**config.mk**
```make
export PLATFORM = sky130hd
export DESIGN_NAME = uao_ctrl
export DESIGN_NICKNAME = d
export VERILOG_FILES = /design/src/rtl/uao_pkg.sv /design/src/rtl/uao_decode.sv /design/src/rtl/uao_state.sv /design/src/rtl/uao_priv.sv /design/src/rtl/uao_ctrl.sv
export SDC_FILE = /design/constraint.sdc
export NUM_CORES = 1
export LEC_CHECK = 0
export ABC_AREA = 1
export BUFFER_PORTS_ARGS = -buffer_cell sky130_fd_sc_hd__clkbuf_2
export CORE_ASPECT_RATIO = 0.5
export CORE_UTILIZATION = 21
export DETAILED_ROUTE_END_ITERATION = 6
export GPL_ROUTABILITY_DRIVEN = 1
export PLACE_DENSITY = 0.76
export REMOVE_ABC_BUFFERS = 1
export SYNTH_ARGS = -nofsm -noshare
export SYNTH_HDL_FRONTEND = slang
export SYNTH_SLANG_ARGS = --single-unit
```
**constraint.sdc**
```tcl
create_clock -name clk -period 0.8 [get_ports clk]
set_clock_uncertainty 0.2 [all_clocks]
set_input_delay 0.04 -clock clk [delete_from_list [all_inputs] [get_ports clk]]
set_output_delay 0.04 -clock clk [all_outputs]
set_load 0.01 [all_outputs]
```
**src/rtl/uao_pkg.sv**
```systemverilog
package uao_pkg;

    typedef enum logic [1:0] {
        ACC_READ  = 2'd0,
        ACC_WRITE = 2'd1,
        ACC_IMM   = 2'd2,
        ACC_NONE  = 2'd3
    } acc_kind_e;

    typedef enum logic {
        OVR_CLEAR = 1'b0,
        OVR_SET   = 1'b1
    } ovr_state_e;

    localparam int unsigned DATA_W   = 64;
    localparam int unsigned FLAG_POS = 23;

endpackage

```
**src/rtl/uao_decode.sv**
```systemverilog
module uao_decode
    import uao_pkg::*;
#(
    parameter int unsigned DW       = DATA_W,
    parameter int unsigned FLAG_BIT = FLAG_POS,
    parameter bit          FEAT_EN  = 1'b1
) (
    input  logic [1:0]    el_i,
    input  acc_kind_e     kind_i,
    input  logic [1:0]    op0_i,
    input  logic [2:0]    op1_i,
    input  logic [3:0]    crn_i,
    input  logic [3:0]    crm_i,
    input  logic [2:0]    op2_i,
    input  logic [DW-1:0] wdata_i,
    output logic          rd_hit_o,
    output logic          wr_en_o,
    output logic          wr_val_o,
    output logic          undef_o
);

    logic reg_enc;
    logic imm_enc;
    logic hit;
    logic allowed;
    logic wdata_unused;

    assign reg_enc = (op0_i == 2'b11) && (op1_i == 3'b000) && (crn_i == 4'b0100)
                  && (crm_i == 4'b0010) && (op2_i == 3'b100);
    assign imm_enc = (op0_i == 2'b00) && (op1_i == 3'b000) && (crn_i == 4'b0100)
                  && (op2_i == 3'b011);

    always_comb begin
        unique case (kind_i)
            ACC_READ,
            ACC_WRITE: hit = reg_enc;
            ACC_IMM:   hit = imm_enc;
            default:   hit = 1'b0;
        endcase
    end

    assign allowed  = FEAT_EN && (el_i != 2'd0);
    assign undef_o  = hit && !allowed;
    assign rd_hit_o = hit && allowed && (kind_i == ACC_READ);
    assign wr_en_o  = hit && allowed && (kind_i != ACC_READ);
    assign wr_val_o = (kind_i == ACC_IMM) ? crm_i[0] : wdata_i[FLAG_BIT];

    assign wdata_unused = ^wdata_i;

endmodule

```
**src/rtl/uao_state.sv**
```systemverilog
module uao_state
    import uao_pkg::*;
(
    input  logic clk,
    input  logic rst_n,
    input  logic wr_en_i,
    input  logic wr_val_i,
    output logic flag_o
);

    ovr_state_e state_q;
    ovr_state_e state_d;

    always_ff @(posedge clk) begin
        if (!rst_n) begin
            state_q <= OVR_CLEAR;
        end else begin
            state_q <= state_d;
        end
    end

    always_comb begin
        state_d = state_q;
        unique case (state_q)
            OVR_CLEAR: if (wr_en_i && wr_val_i)  state_d = OVR_SET;
            OVR_SET:   if (wr_en_i && !wr_val_i) state_d = OVR_CLEAR;
            default:   state_d = OVR_CLEAR;
        endcase
    end

    always_comb begin
        unique case (state_q)
            OVR_SET: flag_o = 1'b1;
            default: flag_o = 1'b0;
        endcase
    end

endmodule

```
**src/rtl/uao_priv.sv**
```systemverilog
module uao_priv (
    input  logic [1:0] el_i,
    input  logic       e2h_i,
    input  logic       tge_i,
    input  logic       flag_i,
    output logic       priv_o
);

    logic host_mode;

    assign host_mode = e2h_i && tge_i;

    always_comb begin
        unique case (el_i)
            2'd0:    priv_o = 1'b0;
            2'd1:    priv_o = flag_i;
            2'd2:    priv_o = host_mode ? flag_i : 1'b1;
            default: priv_o = 1'b1;
        endcase
    end

endmodule

```
**src/rtl/uao_ctrl.sv**
```systemverilog
module uao_ctrl
    import uao_pkg::*;
#(
    parameter int unsigned DW       = DATA_W,
    parameter int unsigned FLAG_BIT = FLAG_POS,
    parameter bit          FEAT_EN  = 1'b1
) (
    input  logic          clk,
    input  logic          rst_n,
    input  logic [1:0]    el_i,
    input  logic          e2h_i,
    input  logic          tge_i,
    input  logic [1:0]    acc_kind_i,
    input  logic [1:0]    op0_i,
    input  logic [2:0]    op1_i,
    input  logic [3:0]    crn_i,
    input  logic [3:0]    crm_i,
    input  logic [2:0]    op2_i,
    input  logic [DW-1:0] wdata_i,
    output logic [DW-1:0] rdata_o,
    output logic          undef_o,
    output logic          priv_o
);

    acc_kind_e kind;
    logic      rd_hit;
    logic      wr_en;
    logic      wr_val;
    logic      flag_q;

    assign kind = acc_kind_e'(acc_kind_i);

    uao_decode #(
        .DW       (DW),
        .FLAG_BIT (FLAG_BIT),
        .FEAT_EN  (FEAT_EN)
    ) u_decode (
        .el_i     (el_i),
        .kind_i   (kind),
        .op0_i    (op0_i),
        .op1_i    (op1_i),
        .crn_i    (crn_i),
        .crm_i    (crm_i),
        .op2_i    (op2_i),
        .wdata_i  (wdata_i),
        .rd_hit_o (rd_hit),
        .wr_en_o  (wr_en),
        .wr_val_o (wr_val),
        .undef_o  (undef_o)
    );

    generate
        if (FEAT_EN) begin : g_flag
            uao_state u_state (
                .clk      (clk),
                .rst_n    (rst_n),
                .wr_en_i  (wr_en),
                .wr_val_i (wr_val),
                .flag_o   (flag_q)
            );
        end else begin : g_no_flag
            logic wr_unused;
            assign wr_unused = wr_en ^ wr_val;
            assign flag_q    = 1'b0;
        end
    endgenerate

    always_comb begin
        rdata_o = '0;
        rdata_o[FLAG_BIT] = rd_hit && flag_q;
    end

    uao_priv u_priv (
        .el_i   (el_i),
        .e2h_i  (e2h_i),
        .tge_i  (tge_i),
        .flag_i (flag_q),
        .priv_o (priv_o)
    );

endmodule

```
# Word-level counts from Yosys, hierarchy flattened
# Index checks and enable logic that the tools add are counted.
# word_totals
register_bits	1
input_bits	88
# classes
n_reduce_logical	24
bitwise_logic	1
mux	8
eq_ne	9
# op_table
operator	count
$logic_and A1 B1 Y1	15
$eq A2 B2 Y1 const B	3
$logic_not A2 Y1	3
$mux W1	5
$eq A2 B1 Y1 const B	2
$eq A4 B2 Y1 const B	1
$eq A4 B3 Y1 const B	1
$pmux W1 S2	2
$reduce_bool A2 Y1	2
$eq A3 B2 Y1 const B	1
$eq A3 B3 Y1 const B	1
$logic_not A3 Y1	1
$pmux W1 S3	1
$logic_not A1 Y1	2
$reduce_or A2 Y1	1
$not A1 Y1	1

# Depth between registers and ports, before layout
# Gate-level depths: netlist (run 1).
# logic_depth
depth_word	11
depth_mapped	9

# Hierarchy
# Synthesis (run 1) repeated with hierarchy kept, for this count alone.
# unflattened
hier_cells	114
area_unflattened_um2	724.4
# by_module_without_submodules
mod	cells_per_inst	n_inst	area_each_um2
uao_ctrl	66	1	484.2
uao_decode	35	1	171.4
uao_state	6	1	41.3
uao_priv	7	1	27.5

# Worst setup path after synthesis (run 1)
# OpenSTA, ideal clock, no wires.
# synth_path
path_kind	input-to-output
startpoint	in acc_kind_i[0]
endpoint	out rdata_o[23]
path_slack_ns	-0.113
t_required_ns	0.560
path_stages	6
t_arrival_ns	0.673
cell_sequence	inv_1 nand2_1 nand3b_1 nand2_2 nand2_1 nor3b_2
# synth_between
elab_chain_cells	6
elab_cells_between_ends	8
cone_classes	2 x eq/ne; 1 x mux; 5 x reduce/logical
# synth_lines
item	line	rtl
start: declaration	uao_ctrl.sv:13	input logic [1:0] acc_kind_i,
$eq A2 B1 Y1 or $logic_not A2 Y1 (tied branches)	uao_decode.sv:34, uao_decode.sv:44	
$reduce_or A2 Y1	uao_decode.sv:34	unique case (kind_i)
$pmux W1 S2	uao_decode.sv:34	
$logic_and A1 B1 Y1	uao_decode.sv:44	assign rd_hit_o = hit && allowed && (kind_i == ACC_READ);
$logic_and A1 B1 Y1 (*)	uao_decode.sv:44	
$logic_and A1 B1 Y1 (*)	uao_ctrl.sv:70	rdata_o[FLAG_BIT] = rd_hit && flag_q;
end: declaration	uao_ctrl.sv:20	output logic [DW-1:0] rdata_o,
# Every way passes the cells marked *; elsewhere a longest branch is shown, timed or not.

# Final worst setup path (run 1)
# layout_path
startpoint	in acc_kind_i[1]
endpoint	out rdata_o[23]
# Same word-level chain as after synthesis.

==> flow_summary.json, run 1 <==
{
  "grt_overflow": 0,
  "hold_buffers": 0,
  "grt_use_total_pct": 4.472,
  "p_seq_share_pct": 15.5,
  "fin_crit_sh_pct": 138.9,
  "via_count": 543,
  "critPathLaunch": "acc_kind_i[1]",
  "ys_seq_area_share_pct": 2.847,
  "crit_required_ns": 0.56,
  "syn-instance-count": 110,
  "dieArea_um2": 3598,
  "netSwitchingPower_mw": 0.1920,
  "arrival_ns": 0.87,
  "synthesis.area_um2": 703.2,
  "dp_cells": 181,
  "path_clk_slew_ns": 0,
  "grt_pass1_vias": 400,
  "synth_area_leaders": "buf_4 67%, nand2_1 7.5%, nor2_1 7.5%",
  "crit_type": "input port to output port",
  "fmax_ghz": 0.8996,
  "p_comb_share_pct": 84.5,
  "synth.distinct_cells": 14,
  "antenna_cells": 0,
  "hpwl_um": 885.5,
  "crit_buf_inv": 3,
  "p_int_mw": 0.1368,
  "swShare_pct": 58.40,
  "status": "finished, violations left",
  "insertion_delay_ns": 0,
  "yosysWarnings": 0,
  "p_per_area_nw_per_um2": 453.8,
  "regArea_um2": 21.27,
  "placementRows": 14,
  "slowest_delay_ns": 0.16,
  "cp_common_cell": "nand2_2",
  "globalplace.congestion": 0.6467,
  "violations": "DRC, setup timing",
  "rsz0062_at_grt": "true",
  "place_ws_ns": -0.3579,
  "core-area_um2": 3100,
  "setup_viol_count_final": 3,
  "min-delay-start": "rst_n",
  "die_w_um": 83.84,
  "cp_slowest_cell": "nor3b_2",
  "detail_route.first_pass.iterations": 5,
  "slew_viol_final": 0,
  "numPortBuffers": 27,
  "drv_cap": 0,
  "path_cells": "buf_8 > inv_2 > nand2_1 > nor2_1 > nand3_1 > nand2_2 > nand2_2 > nor3b_2 > buf_2",
  "antenna_found_initial": 0,
  "fin_nets": 231,
  "syn_avg_cell_area_um2": 6.392,
  "initial_core_util_pct": 22.68,
  "fin_ws_ns": -0.3116,
  "power_leakage_nw": 0.4629,
  "post_cts_buffers": 0,
  "yosysTopAreaCell": "buf_4",
  "drive_gt1_share_pct": 31.21,
  "ys_seq_elements": 1,
  "hold_class": "input port to flop",
  "hold_violations": 0,
  "totalWireLength_um": 950,
  "num-fill-cells": 346,
  "crit_fanout": 3,
  "endpoint_kind": "output port",
  "drc_errors": 10,
  "finalNonFillerCells": 181,
  "vias_per_cell": 3.000,
  "yosys.area.top_type_share_pct": 67.26,
  "drt_iter0_markers": 22,
  "ant_nets": 0,
  "area_delta_synth_final_pct": 3.025,
  "grt_max_degree": 4,
  "die_h_um": 42.92,
  "grt_pass1_wl_mm": 1.414,
  "start_kind": "input port",
  "fin_crit_ns": 1.112,
  "clkPwrFrac_pct": 0,
  "path_delay_family": "simple AND/OR/NAND/NOR gates",
  "multi_input_area_um2": 427.9,
  "wire_per_inst_um": 5.249,
  "io_pins": 154,
  "peakVddDrop_v": 0.0001171
}
worst min-delay path: cells and delay by family:
family / cells / cell delay [ns]
buf+inv: 1 / 0.08
simple gates: 2 / 0.09
worst paths after layout:
path / end / slack, ns / cells after the start
setup / recovery: rdata_o[23] / -0.31 / 9
hold / removal: flop / 0.05 / 3
setup reg to reg: flop / 0.02 / 4
hold reg to reg: flop / 0.31 / 4
power groups by stage:
| stage | Clock, mW | Sequential [mW] | Combinational [mW] |
|---|---|---|---|
| 2_1_floorplan | 0 | 0.0509 | 0.171 |
| 3_3_place_gp | 0 | 0.0509 | 0.250 |
| 3_5_place_dp | 0 | 0.0509 | 0.253 |
| 4_1_cts | 0 | 0.0509 | 0.255 |
| 5_1_grt | 0 | 0.0509 | 0.308 |
| 6_report | 0 | 0.0509 | 0.278 |
layer usage:
layer	share of wire [%]	track usage [%]	vias up
li1	-	-	267
met2	67	11.80	34
met5	0	0	-
met1	25	3.687	242
met4	0	0.3448	0
met3	7.5	0	0
cells in the mapped netlist, drive strengths merged:
library cell	count
nand2	15
nand3	2
conb	1
dfxtp	1
nor2	15
nor3b	1
a21oi	1
buf	63
nand3b	2
inv	8
nand4	1
kinds of logic (layout without fill, tap and decap cells):
group                  after synthesis  in the layout  synth area share [%]
buffers and inverters               71             40                 71.53
AO/OA/AOI/OAI                        1              1                0.7111
flip-flops                           1              1                 2.847
AND/OR/NAND/NOR                     36             36                 24.38
other                                1             63                0.5333
layout make-up:
cell class              count  area share, %
inverters                   8          4.145
repair buffers             32          26.94
flip-flops and latches      1          2.936
well taps                  40          6.908
multi-input cells         100          59.07
layout by cell type, fill, tap and decap left out:
cell type and n:
inv_1 5, nand2_1 11, buf_8 1, nor3b_2 1, clkbuf_2 22, nand3b_1 2
buf_2 2, nand4_1 1, a21oi_1 1, nand2_2 4, conb_1 63, buf_6 2
inv_2 3, buf_4 5, dfxtp_2 1, nand3_1 1, nor2_1 13, nand3_2 1
nor2_4 2
metrics by stage:
stage	util, %	hold slack [ns]	setup TNS [ns]	area [um2]	power [mW]
6_report	23.37	0.05393	-0.8272	724.4	0.3288
5_1_grt	23.37	0.05976	-1.110	724.4	0.3593
4_1_cts	22.40	0.05829	-0.9035	694.4	0.3061
3_5_place_dp	22.11	0.05988	-0.9760	685.7	0.3034
3_3_place_gp	22.11	0.05753	-0.8307	685.7	0.3011
2_1_floorplan	-	-0.03864	-0.2166	462.9	0.2217
what timing repair did:
| action | CTS | global route |
|---|---|---|
| endpoints found under the hold margin | 0 | 0 |
| setup endpoints to repair | 4 | 4 |
| resized for setup | 4 | 16 |
| pin swaps | 7 | 8 |
No activity file was read; power rests on OpenSTA's default activity.
==> run 2: changes to the inputs <==
--- a/config.mk
+++ b/config.mk
@@ -9,9 +9,10 @@
 export BUFFER_PORTS_ARGS = -buffer_cell sky130_fd_sc_hd__clkbuf_2
 export CORE_ASPECT_RATIO = 0.5
 export CORE_UTILIZATION = 21
+export CTS_CLUSTER_SIZE = 28
 export DETAILED_ROUTE_END_ITERATION = 6
 export GPL_ROUTABILITY_DRIVEN = 1
-export PLACE_DENSITY = 0.76
+export PLACE_DENSITY_LB_ADDON = 0.1
 export REMOVE_ABC_BUFFERS = 1
 export SYNTH_ARGS = -nofsm -noshare
 export SYNTH_HDL_FRONTEND = slang
==> flow_summary.json, run 2 (synthesis results as in run 1) <==
{
  "r2r_cells": 4,
  "num-fill-cells": 350,
  "numPortBuffers": 27,
  "hold_violations": 0,
  "worstHoldPathCells": 3,
  "peakVddDrop_v": 0.0001017,
  "place_area_um2": 693.2,
  "detail_route.first_pass.iterations": 5,
  "globalplace.congestion": 0.7095,
  "rrSetupSlack_ns": 0.02,
  "layout_commonest_cell": "conb_1",
  "final_area_um2": 763.2,
  "fin_ws_ns": -0.3099,
  "endpoint_kind": "flop",
  "cp_common_cell": "buf_6",
  "io_pins": 154,
  "totalWireLength_um": 853,
  "grt_pass1_wl_mm": 1.186,
  "slew_viol_final": 0,
  "ant_nets": 0,
  "arrival_ns": 0.80,
  "area_delta_synth_final_pct": 8.541,
  "drive_gt1_share_pct": 34.27,
  "cp_slowest_cell": "nor2_4",
  "hold_class": "input port to flop",
  "rsz0062_at_grt": "true",
  "status": "finished, violations left",
  "slowest_delay_ns": 0.10,
  "drc_errors": 12,
  "crit_required_ns": 0.49,
  "wire_per_inst_um": 4.661,
  "path_clk_slew_ns": 0,
  "crit_fanout": 2,
  "grt_use_total_pct": 3.748,
  "drt_iter0_markers": 19,
  "insertion_delay_ns": 0,
  "die_w_um": 83.84,
  "grt_overflow": 0,
  "fin_nets": 233,
  "initial_core_util_pct": 22.68,
  "die_h_um": 42.92,
  "start_kind": "input port",
  "antenna_cells": 0,
  "min-delay-start": "rst_n",
  "grt_pass1_vias": 325,
  "placementRows": 14,
  "p_per_area_nw_per_um2": 450.9,
  "hold_buffers": 0,
  "finalNonFillerCells": 183,
  "fin_crit_ns": 1.110,
  "vias_per_cell": 2.956,
  "core-area_um2": 3100,
  "fmax_ghz": 0.9010,
  "final_cell_mix": "63 x conb_1, 21 x clkbuf_2, 11 x nor2_1",
  "crit_type": "input port to flop",
  "dieArea_um2": 3598,
  "via_count": 541,
  "violations": "DRC, setup timing",
  "fin_crit_sh_pct": 138.7,
  "antenna_found_initial": 0,
  "setup_viol_count_final": 4,
  "total_power_mw": 0.3441,
  "path_cells": "buf_6 > inv_4 > nand2_4 > nor2_4 > nand3_2 > nand2_2 > buf_6 > nand4_1 > nand2_1 > nor2_1",
  "drv_cap": 0,
  "hpwl_um": 825.2,
  "dp_cells": 182,
  "power_leakage_nw": 0.4771,
  "grt_max_degree": 4
}
## run 2: cell types whose count changed in the layout (fill, tap and decap cells not counted), sizes merged
| cell | delta |
|---|---|
| clkbuf | -1 |
| buf | +3 |
## run 2: repair_timing
action	4_1_cts	5_1_grt
setup buffers	0	1
resized for setup	3	23
pin swaps	2	9
endpoints found under the hold margin	0	0
setup endpoints to repair	4	4
## run 2: report_power, final
group          leakage, nW  switching, mW  total, mW  internal (mW)
clock network            0              0          0              0
logic                0.469          0.201      0.293         0.0924
registers          0.00805     0.00000222     0.0509         0.0509
total                0.477          0.201      0.344          0.143
## run 2: worst max-delay path by stage
stage | cells past startpoint | slack, ns | from | end
finish | 10 | -0.31 | crm_i[0] | flop
global route | 10 | -0.42 | crm_i[0] | flop
CTS | 9 | -0.32 | acc_kind_i[0] | flop
detailed placement | 9 | -0.34 | crm_i[0] | rdata_o[23]
global placement | 9 | -0.34 | crm_i[0] | rdata_o[23]
floorplan | 6 | -0.11 | acc_kind_i[0] | rdata_o[23]
## run 2: critical path, delay by kind of cell
family | cells | cell delay [ns]
buf+inv | 3 | 0.24
simple gates | 7 | 0.52
## run 2: area by class of cell
cell class,instances,area (um2),area share (%)
multi-input combinational,100,450.4,59.02
timing repair buffer,34,207.7,27.21
tap,40,50.05,6.557
inverter,8,35.03,4.590
sequential,1,20.02,2.623
## run 2: per-layer routing
layer	wire length (um)	GRT usage, %	up-vias
met3	98	0	0
met5	0	0	-
met4	0	0	0
met2	505	9.016	47
li1	-	-	270
met1	249	3.802	224
## run 2: through the flow
stage          utilization, %  setup slack, ns  TNS [ns]  hold slack [ns]
3_5_place_dp            22.36          -0.3371   -0.9547          0.05666
5_1_grt                 24.62          -0.4173    -1.129          0.09685
2_1_floorplan               -          -0.1130   -0.2166         -0.03864
3_3_place_gp            22.36          -0.3443   -0.9837          0.05271
6_report                24.62          -0.3099   -0.8137          0.04945
4_1_cts                 22.60          -0.3170   -0.8923          0.05615
